## src/rtl/spio_pkg.sv

```systemverilog
package spio_pkg;
  localparam int PIN_N    = 4;
  localparam int PIN_MISO = 0;
  localparam int PIN_MOSI = 1;
  localparam int PIN_SCK  = 2;
  localparam int PIN_SS   = 3;
  localparam int PIN_W    = $clog2(PIN_N);

  typedef struct packed {
    logic stop_wait;
    logic one_wire;
  } ctl_t;

  typedef enum logic [1:0] {
    FN_SPI_IN  = 2'd0,
    FN_SPI_OUT = 2'd1,
    FN_SPI_IO  = 2'd2,
    FN_GPIO    = 2'd3
  } pin_fn_e;
endpackage

```

## src/rtl/spio_ctl_reg.sv

```systemverilog
module spio_ctl_reg
  import spio_pkg::*;
#(
  parameter int REG_W = 8
) (
  input  logic             clk,
  input  logic             rst,
  input  logic             wr,
  input  logic [REG_W-1:0] wdata,
  output ctl_t             ctl,
  output logic [REG_W-1:0] rdata
);
  localparam int CTL_W = $bits(ctl_t);

  always_ff @(posedge clk) begin
    if (rst)     ctl <= '0;
    else if (wr) ctl <= ctl_t'(wdata[CTL_W-1:0]);
  end

  always_comb begin
    rdata = '0;
    rdata[CTL_W-1:0] = ctl;
  end

  AST_CTL_WRITE: assert property (@(posedge clk) disable iff (rst)
    wr |=> (ctl == ctl_t'($past(wdata[CTL_W-1:0]))));
endmodule

```

## src/rtl/spio_role_dec.sv

```systemverilog
module spio_role_dec
  import spio_pkg::*;
(
  input  logic                  one_wire,
  input  logic                  mstr,
  input  logic                  ssoe,
  input  logic                  ss_pad,
  output pin_fn_e [PIN_N-1:0]   fn,
  output logic    [PIN_N-1:0]   gate,
  output logic    [PIN_W-1:0]   sdi_sel
);
  always_comb begin
    fn      = {PIN_N{FN_SPI_IN}};
    gate    = '0;
    sdi_sel = PIN_W'(PIN_MISO);
    unique case ({one_wire, mstr})
      2'b00: begin
        fn[PIN_MISO]   = FN_SPI_OUT;
        gate[PIN_MISO] = ~ss_pad;
        sdi_sel        = PIN_W'(PIN_MOSI);
      end
      2'b01: begin
        fn[PIN_MOSI]   = FN_SPI_OUT;
        gate[PIN_MOSI] = 1'b1;
        sdi_sel        = PIN_W'(PIN_MISO);
      end
      2'b10: begin
        fn[PIN_MISO]   = FN_SPI_IO;
        gate[PIN_MISO] = ~ss_pad;
        fn[PIN_MOSI]   = FN_GPIO;
        sdi_sel        = PIN_W'(PIN_MISO);
      end
      default: begin
        fn[PIN_MOSI]   = FN_SPI_IO;
        gate[PIN_MOSI] = 1'b1;
        fn[PIN_MISO]   = FN_GPIO;
        sdi_sel        = PIN_W'(PIN_MOSI);
      end
    endcase
    if (mstr) begin
      fn[PIN_SCK]   = FN_SPI_OUT;
      gate[PIN_SCK] = 1'b1;
      if (ssoe) begin
        fn[PIN_SS]   = FN_SPI_OUT;
        gate[PIN_SS] = 1'b1;
      end
    end
  end
endmodule

```

## src/rtl/spio_pin_mux.sv

```systemverilog
module spio_pin_mux
  import spio_pkg::*;
(
  input  logic                  clk,
  input  logic                  rst,
  input  pin_fn_e [PIN_N-1:0]   fn,
  input  logic    [PIN_N-1:0]   gate,
  input  logic    [PIN_N-1:0]   ddr,
  input  logic    [PIN_N-1:0]   port_out,
  input  logic    [PIN_N-1:0]   src,
  input  logic    [PIN_N-1:0]   pad_in,
  input  logic    [PIN_W-1:0]   sdi_sel,
  output logic    [PIN_N-1:0]   pad_out,
  output logic    [PIN_N-1:0]   pad_oe,
  output logic                  core_sdi,
  output logic                  core_sck_in,
  output logic                  core_ss_in
);
  logic [PIN_N-1:0] out_n;
  logic [PIN_N-1:0] oe_n;

  for (genvar i = 0; i < PIN_N; i++) begin : g_pin
    always_comb begin
      case (fn[i])
        FN_SPI_OUT, FN_SPI_IO: begin
          out_n[i] = src[i];
          oe_n[i]  = ddr[i] & gate[i];
        end
        FN_GPIO: begin
          out_n[i] = port_out[i];
          oe_n[i]  = ddr[i];
        end
        default: begin
          out_n[i] = 1'b0;
          oe_n[i]  = 1'b0;
        end
      endcase
    end

    always_ff @(posedge clk) begin
      if (rst) begin
        pad_out[i] <= 1'b0;
        pad_oe[i]  <= 1'b0;
      end else begin
        pad_out[i] <= out_n[i];
        pad_oe[i]  <= oe_n[i];
      end
    end
  end

  always_ff @(posedge clk) begin
    if (rst) begin
      core_sdi    <= 1'b0;
      core_sck_in <= 1'b0;
      core_ss_in  <= 1'b1;
    end else begin
      core_sdi    <= pad_in[sdi_sel];
      core_sck_in <= pad_in[PIN_SCK];
      core_ss_in  <= pad_in[PIN_SS];
    end
  end
endmodule

```

## src/rtl/spio_clk_gate.sv

```systemverilog
module spio_clk_gate (
  input  logic clk,
  input  logic rst,
  input  logic stop_wait,
  input  logic wait_mode,
  output logic clk_run
);
  always_ff @(posedge clk) begin
    if (rst) clk_run <= 1'b1;
    else     clk_run <= ~(stop_wait & wait_mode);
  end

  AST_CLK_HALT: assert property (@(posedge clk) disable iff (rst)
    (stop_wait && wait_mode) |=> !clk_run);
  AST_CLK_FREE: assert property (@(posedge clk) disable iff (rst)
    !stop_wait |=> clk_run);
endmodule

```

## src/rtl/spio_pin_ctrl.sv

```systemverilog
module spio_pin_ctrl
  import spio_pkg::*;
#(
  parameter int REG_W = 8
) (
  input  logic             clk,
  input  logic             rst,
  input  logic             reg_wr,
  input  logic [REG_W-1:0] reg_wdata,
  output logic [REG_W-1:0] reg_rdata,
  input  logic             mstr,
  input  logic             ssoe,
  input  logic [3:0]       ddr,
  input  logic [3:0]       port_out,
  input  logic             wait_mode,
  input  logic             core_sdo,
  input  logic             core_sck_out,
  input  logic             core_ss_out,
  input  logic [3:0]       pad_in,
  output logic [3:0]       pad_out,
  output logic [3:0]       pad_oe,
  output logic             core_sdi,
  output logic             core_sck_in,
  output logic             core_ss_in,
  output logic             clk_run
);
  ctl_t                ctl;
  pin_fn_e [PIN_N-1:0] fn;
  logic    [PIN_N-1:0] gate;
  logic    [PIN_W-1:0] sdi_sel;
  logic    [PIN_N-1:0] src;

  always_comb begin
    src           = '0;
    src[PIN_MISO] = core_sdo;
    src[PIN_MOSI] = core_sdo;
    src[PIN_SCK]  = core_sck_out;
    src[PIN_SS]   = core_ss_out;
  end

  spio_ctl_reg #(.REG_W(REG_W)) u_ctl (
    .clk(clk), .rst(rst), .wr(reg_wr), .wdata(reg_wdata),
    .ctl(ctl), .rdata(reg_rdata)
  );

  spio_role_dec u_dec (
    .one_wire(ctl.one_wire), .mstr(mstr), .ssoe(ssoe),
    .ss_pad(pad_in[PIN_SS]), .fn(fn), .gate(gate), .sdi_sel(sdi_sel)
  );

  spio_pin_mux u_mux (
    .clk(clk), .rst(rst), .fn(fn), .gate(gate), .ddr(ddr),
    .port_out(port_out), .src(src), .pad_in(pad_in), .sdi_sel(sdi_sel),
    .pad_out(pad_out), .pad_oe(pad_oe), .core_sdi(core_sdi),
    .core_sck_in(core_sck_in), .core_ss_in(core_ss_in)
  );

  spio_clk_gate u_clk (
    .clk(clk), .rst(rst), .stop_wait(ctl.stop_wait),
    .wait_mode(wait_mode), .clk_run(clk_run)
  );

  for (genvar i = 0; i < PIN_N; i++) begin : g_ddr_chk
    AST_DDR_LOW_QUIET: assert property (@(posedge clk) disable iff (rst)
      !ddr[i] |=> !pad_oe[i]);
  end

  AST_SCK_SLAVE_QUIET: assert property (@(posedge clk) disable iff (rst)
    !mstr |=> !pad_oe[PIN_SCK]);
  AST_MISO_MASTER_4W: assert property (@(posedge clk) disable iff (rst)
    (mstr && !ctl.one_wire) |=> !pad_oe[PIN_MISO]);
  AST_SLAVE_SS_HIGH: assert property (@(posedge clk) disable iff (rst)
    (!mstr && pad_in[PIN_SS]) |=> !pad_oe[PIN_MISO]);
  AST_SS_DRIVE_GATE: assert property (@(posedge clk) disable iff (rst)
    !(mstr && ssoe && ddr[PIN_SS]) |=> !pad_oe[PIN_SS]);
  AST_GPIO_MOSI: assert property (@(posedge clk) disable iff (rst)
    (ctl.one_wire && !mstr) |=> (pad_out[PIN_MOSI] == $past(port_out[PIN_MOSI])));
endmodule

```

## config.mk

```make
export PLATFORM = sky130hd
export DESIGN_NAME = spio_pin_ctrl
export DESIGN_NICKNAME = d
export VERILOG_FILES = /design/src/rtl/spio_pkg.sv /design/src/rtl/spio_ctl_reg.sv /design/src/rtl/spio_role_dec.sv /design/src/rtl/spio_pin_mux.sv /design/src/rtl/spio_clk_gate.sv /design/src/rtl/spio_pin_ctrl.sv
export SDC_FILE = /design/constraint.sdc
export NUM_CORES = 1
export LEC_CHECK = 0
export CAP_MARGIN = 20
export CORE_MARGIN = 2
export CORE_UTILIZATION = 34
export CTS_CLUSTER_DIAMETER = 150
export DETAILED_ROUTE_END_ITERATION = 16
export PLACE_DENSITY = 0.83
export SLEW_MARGIN = 0
export SYNTH_ARGS = -nofsm -noshare
export SYNTH_HDL_FRONTEND = slang
export SYNTH_SLANG_ARGS = --single-unit
```

## constraint.sdc

```tcl
create_clock -name clk -period 2.9 [get_ports clk]
set_input_delay 0.435 -clock clk [delete_from_list [all_inputs] [get_ports clk]]
set_output_delay 0.435 -clock clk [all_outputs]
set_load 0.01 [all_outputs]
```

Word-level counts from Yosys, hierarchy flattened
Cells that the tools add are included.
{"block": "word_totals", "elab_cells": 62, "ram_bits": 0, "ff_bits": 14, "latchBits": 0, "n_memories": 0, "input_bits": 29, "output_inout_bits": 20, "rom_bits": 0}
{"block": "classes", "n_div": 0, "n_mul": 0, "magnitude_cmp": 1, "reduce_logical": 7, "n_eq_ne": 14, "n_addsub": 0, "n_mux": 19, "n_bitwise": 7, "shift": 0}
{"cell": "== test 2 bit, second input constant", "count": 9}
{"cell": "case mux 1 bit (2 select lines)", "count": 8}
{"cell": "case mux 2 bit (3 select lines)", "count": 2}
{"cell": "OR reduction 2 bit", "count": 6}
{"cell": "== test 2 x 1 -> 1 bit, second input constant", "count": 5}
{"cell": "2-to-1 mux 1 bit", "count": 6}
{"cell": "bitwise AND 1 bit", "count": 5}
{"cell": "2-to-1 mux 4 bit", "count": 1}
{"cell": "less-than comparator 1 x 3 -> 1 bit, second input constant", "count": 1}
{"cell": "binary-select mux 1 bit (select 2 bit)", "count": 1}
{"cell": "logical NOT 2 bit", "count": 1}
{"cell": "2-to-1 mux 2 bit", "count": 1}
{"cell": "inverter 1 bit", "count": 2}

Depth between registers and ports, before layout
{"block": "depth", "ltp_word": 5, "depth_mapped": 5, "depth_no_buf": 5}

Modules after synthesis
Synthesis repeated with hierarchy kept, for this count alone.
{"block": "hier_totals", "cells_unflattened": 84, "area_unflattened_um2": 807.0}
{"module": "spio_pin_mux", "n_inst": 1, "area_per_inst_um2": 509.2, "cells_per_inst": 48}
{"module": "spio_role_dec", "n_inst": 1, "area_per_inst_um2": 138.9, "cells_per_inst": 19}
{"module": "spio_ctl_reg", "n_inst": 1, "area_per_inst_um2": 131.4, "cells_per_inst": 15}
{"module": "spio_clk_gate", "n_inst": 1, "area_per_inst_um2": 27.5, "cells_per_inst": 2}

Worst setup path after synthesis
OpenSTA, ideal clock, no wires.
{"block": "synth_path", "path_kind": "input to register", "from": "in mstr", "to": "reg u_mux.pad_oe[0]", "path_slack_ns": 1.531, "required_ns": 2.841, "arrival_ns": 1.309, "stages": 4, "setup_time_ns": 0.059, "path_buffers": 0, "path_cell_list": "inv_1 > ha_1 > nor4b_1 > o311a_1"}
{"block": "synth_via", "elab_chain_cells": 5, "word_cells_on_any_way": 12, "cone_classes": "eq/ne (5); mux (3); bitwise (1); reduce/logical (3)"}
{"element": "start: declaration", "line_no": "spio_pin_ctrl.sv:11", "rtl": "input logic mstr,"}
{"element": "== test 2 bit (tied with other cells)", "line_no": "spio_role_dec.sv:16", "rtl": "unique case ({one_wire, mstr})"}
{"element": "case mux 2 bit (3 select lines) / OR reduction 2 bit (equally long branches)"}
{"element": "== test 2 x 1 -> 1 bit (tied with other cells)", "line_no": "spio_pin_mux.sv:24", "rtl": "case (fn[i])"}
{"element": "OR reduction 2 bit / bitwise AND 1 bit (equally long branches)", "line_no": "spio_pin_mux.sv:24, spio_pin_mux.sv:27"}
{"element": "case mux 1 bit (2 select lines) *", "line_no": "spio_pin_mux.sv:24"}
{"element": "end signal: indexed assignment", "line_no": "spio_pin_mux.sv:46", "rtl": "pad_oe[i] <= oe_n[i];"}
{"element": "end: declaration", "line_no": "spio_pin_mux.sv:14", "rtl": "output logic [PIN_N-1:0] pad_oe,"}
Every way passes the cells marked *; elsewhere a longest branch is shown, timed or not.
A chain may end at the register's enable or synchronous reset.

Worst setup path after layout
Ends and elaborated chain as after synthesis.

==> results.py <==
metrics = {
    "run_status": {
        "outcome": "completed",
    },
    "die": {
        "row_count": 15,
        "start_util_pct": 35.7,
        "fp.dieH_um": 46.3,
        "fp.dieArea_um2": 2150,
        "core_area_um2": 1710,
        "die_width_um": 46.3,
        "ios": 49,
    },
    "clock_network": {
        "clock_latency_ns": 0.28,
        "cts-hold-fix-buffers": 0,
        "cts_buffers": 3,
        "ctsHtreeMaxLevel": 1,
        "clockBufferDepth": 2,
        "post_cts_buffers": 0,
        "cts_tree": "done",
        "clock_sinks": 14,
        "clk_pin_slew_ns": 0.09,
        "post_cts_resized": 0,
        "cts_root_buf": "clkbuf_4",
    },
    "synth": {
        "netlist_area_um2": 609,
        "yosysUniqueCellTypes": 20,
        "netlist_top_cells_count": "dfxtp_1 (14), buf_4 (8), ha_1 (5), nor2_1 (4)",
        "synth_area_leader_cell": "dfxtp_1",
        "synth_top_area_share_pct": 46.0,
        "async_reset_ff_share_pct": 0,
        "synth-warning-count": 0,
        "syn_area_per_cell_um2": 10.7,
        "synth_edf_count": 0,
        "yosysMostFrequentCell": "dfxtp_1",
        "synth_area_leaders": "dfxtp_1 (46%), ha_1 (10%), buf_4 (9.9%)",
        "ys_ff_latch": 14,
        "synth_ff_type": "dfxtp_1",
        "ys_seq_area_share_pct": 46.0,
        "postSynthCellCount": 57,
    },
    "final_layout": {
        "fin_area_um2": 971,
        "layout.nets": 126,
        "drive_above_1_share_pct": 6.59,
        "antenna_cells": 0,
        "syn2layout_area_growth_pct": 59.3,
    },
    "grt": {
        "grt_start_max_net_pins": 15,
        "antenna_found_initial": 0,
        "grt_pass1_wl_um": 1940,
        "grt_pass1_vias": 436,
        "grt-ovfl-total": 0,
        "grt.total_usage_pct": 13.1,
    },
    "critical_path": {
        "setup.worst_path.class": "in -> reg",
        "worst-path-max-fanout": 7,
        "arrival_ns": 2.17,
        "required_ns": 3.12,
        "endpoint_kind": "flip-flop",
        "regToRegSetupSlack_ns": 1.38,
        "startpoint_type": "primary input",
    },
    "placement": {
        "hpwl_um": 956,
        "finalWeightedCongestion": 0.680,
        "dpl_worst_slack_ns": 0.681,
        "dpl_cell_area_um2": 935,
        "portBuffers": 34,
    },
    "flow_run": {
        "maxCapViolCount": 0,
    },
    "power": {
        "swShare_pct": 22.6,
        "p_leak_uw": 0.000408,
        "combPwrFrac_pct": 19.3,
        "pwr-share-seq_pct": 48.1,
        "switching_power_uw": 95.9,
        "peakVddDrop_uv": 213,
        "p_per_area_nw_per_um2": 436,
        "p_int_uw": 328,
        "clkPwrFrac_pct": 32.5,
    },
    "sta": {
        "final_hold_viol_count": 0,
        "clock_skew_ns": 0.00508,
        "finalCriticalPeriod_ns": 1.96,
        "period_share_pct": 67.4,
        "finalSetupViolations": 0,
        "setup_tns_ns": 0,
        "rsz0062_at_grt": "false",
        "max_freq_ghz": 0.511,
        "report.final.slew_viol_count": 0,
        "fin_ws_ns": 0.945,
    },
    "routing": {
        "firstDrtPassIters": 2,
        "viasPerCell": 4.13,
        "routed_wl_um": 1240,
        "drtIter0Drc": 1,
        "vias": 479,
        "postRouteAntennaNets": 0,
        "routedWlPerCell_um": 10.7,
        "drcViolationCount": 0,
    },
    "min_path": {
        "hold_path_class": "reg -> reg",
    },
}
worst max-delay path, stage by stage:
cell and delay, ns:
clkdlybuf4s50_1 0.60, inv_1 0.15, ha_1 0.39, nor4b_1 0.39, o311a_1 0.21
final timing paths:
path / from / endpoint / cells past startpoint
min reg2reg: u_ctl.ctl[1] / u_clk.clk_run / 1
min: u_ctl.ctl[1] / u_clk.clk_run / 1
max: mstr / u_mux.pad_oe[0] / 5
max reg2reg: u_ctl.ctl[0] / u_mux.pad_oe[0] / 4
cells by family (layout without fill, tap and decap cells):
logic type                 count (synthesis)  in the layout  synth area share (%)
buffers and inverters                     11             40                  11.9
DFF                                       14             14                  46.0
adders and majority gates                  5              5                  10.3
and+or+nand+nor                           18             18                  19.9
xor gates and xnor gates                   1              1                  1.44
AOI/OAI and AO/OA                          4              4                  4.93
other                                      1              6                 0.615
muxes                                      3              3                  4.93
layout by cell type (no fill, tap or decap), types with 2 or more instances in the layout:
cell type / instances
clkbuf_4: 3
clkdlybuf4s50_1: 34
nor3_1: 3
ha_1: 5
dfxtp_1: 14
mux2i_1: 3
nor3b_1: 2
nor2b_1: 3
nor2_1: 4
conb_1: 6
and4b_1: 2
a22oi_1: 2
inv_1: 2
state kept, by name (all words and copies together), names as in the netlist:
| signal | count |
|---|---|
| u_mux.pad_oe | 4 |
| u_mux.pad_out | 4 |
| u_ctl.ctl | 2 |
| u_clk.clk_run | 1 |
| u_mux.core_sck_in | 1 |
| u_mux.core_sdi | 1 |
| u_mux.core_ss_in | 1 |
per-layer routing:
layer  global-route usage, %  routed length (µm)
met5                       0                   0
met4                    8.57                  17
met3                    2.75                  55
met2                    22.2                 660
met1                    14.4                 503
through the flow:
step	power [µW]	instances	utilization, %	hold WS (ns)
global placement	288	112	54.7	0.404
detailed placement	290	112	54.7	0.428
global route	445	116	56.8	0.475
floorplan	249	62	-	0.396
CTS	428	116	56.8	0.450
finish	423	116	56.8	0.442
final cells by class:
| class | count | area (µm²) |
|---|---|---|
| multi-input cells | 37 | 275 |
| fillers | 162 | 737 |
| repair buffers | 34 | 340 |
| well taps | 25 | 31.3 |
| flip-flops and latches | 14 | 280 |
| clock buffers | 4 | 36.3 |
| inverters | 2 | 7.51 |
power groups by stage:
stage / Combinational (µW) / Sequential [µW] / Clock (µW)
after floorplan: 37.4 / 212 / 0
after global placement: 80.3 / 208 / 0
after detailed placement: 81.4 / 209 / 0
after CTS: 82.1 / 204 / 142
after global routing: 88.9 / 205 / 152
final: 81.9 / 204 / 138
Power figures use the tool's default switching activity.
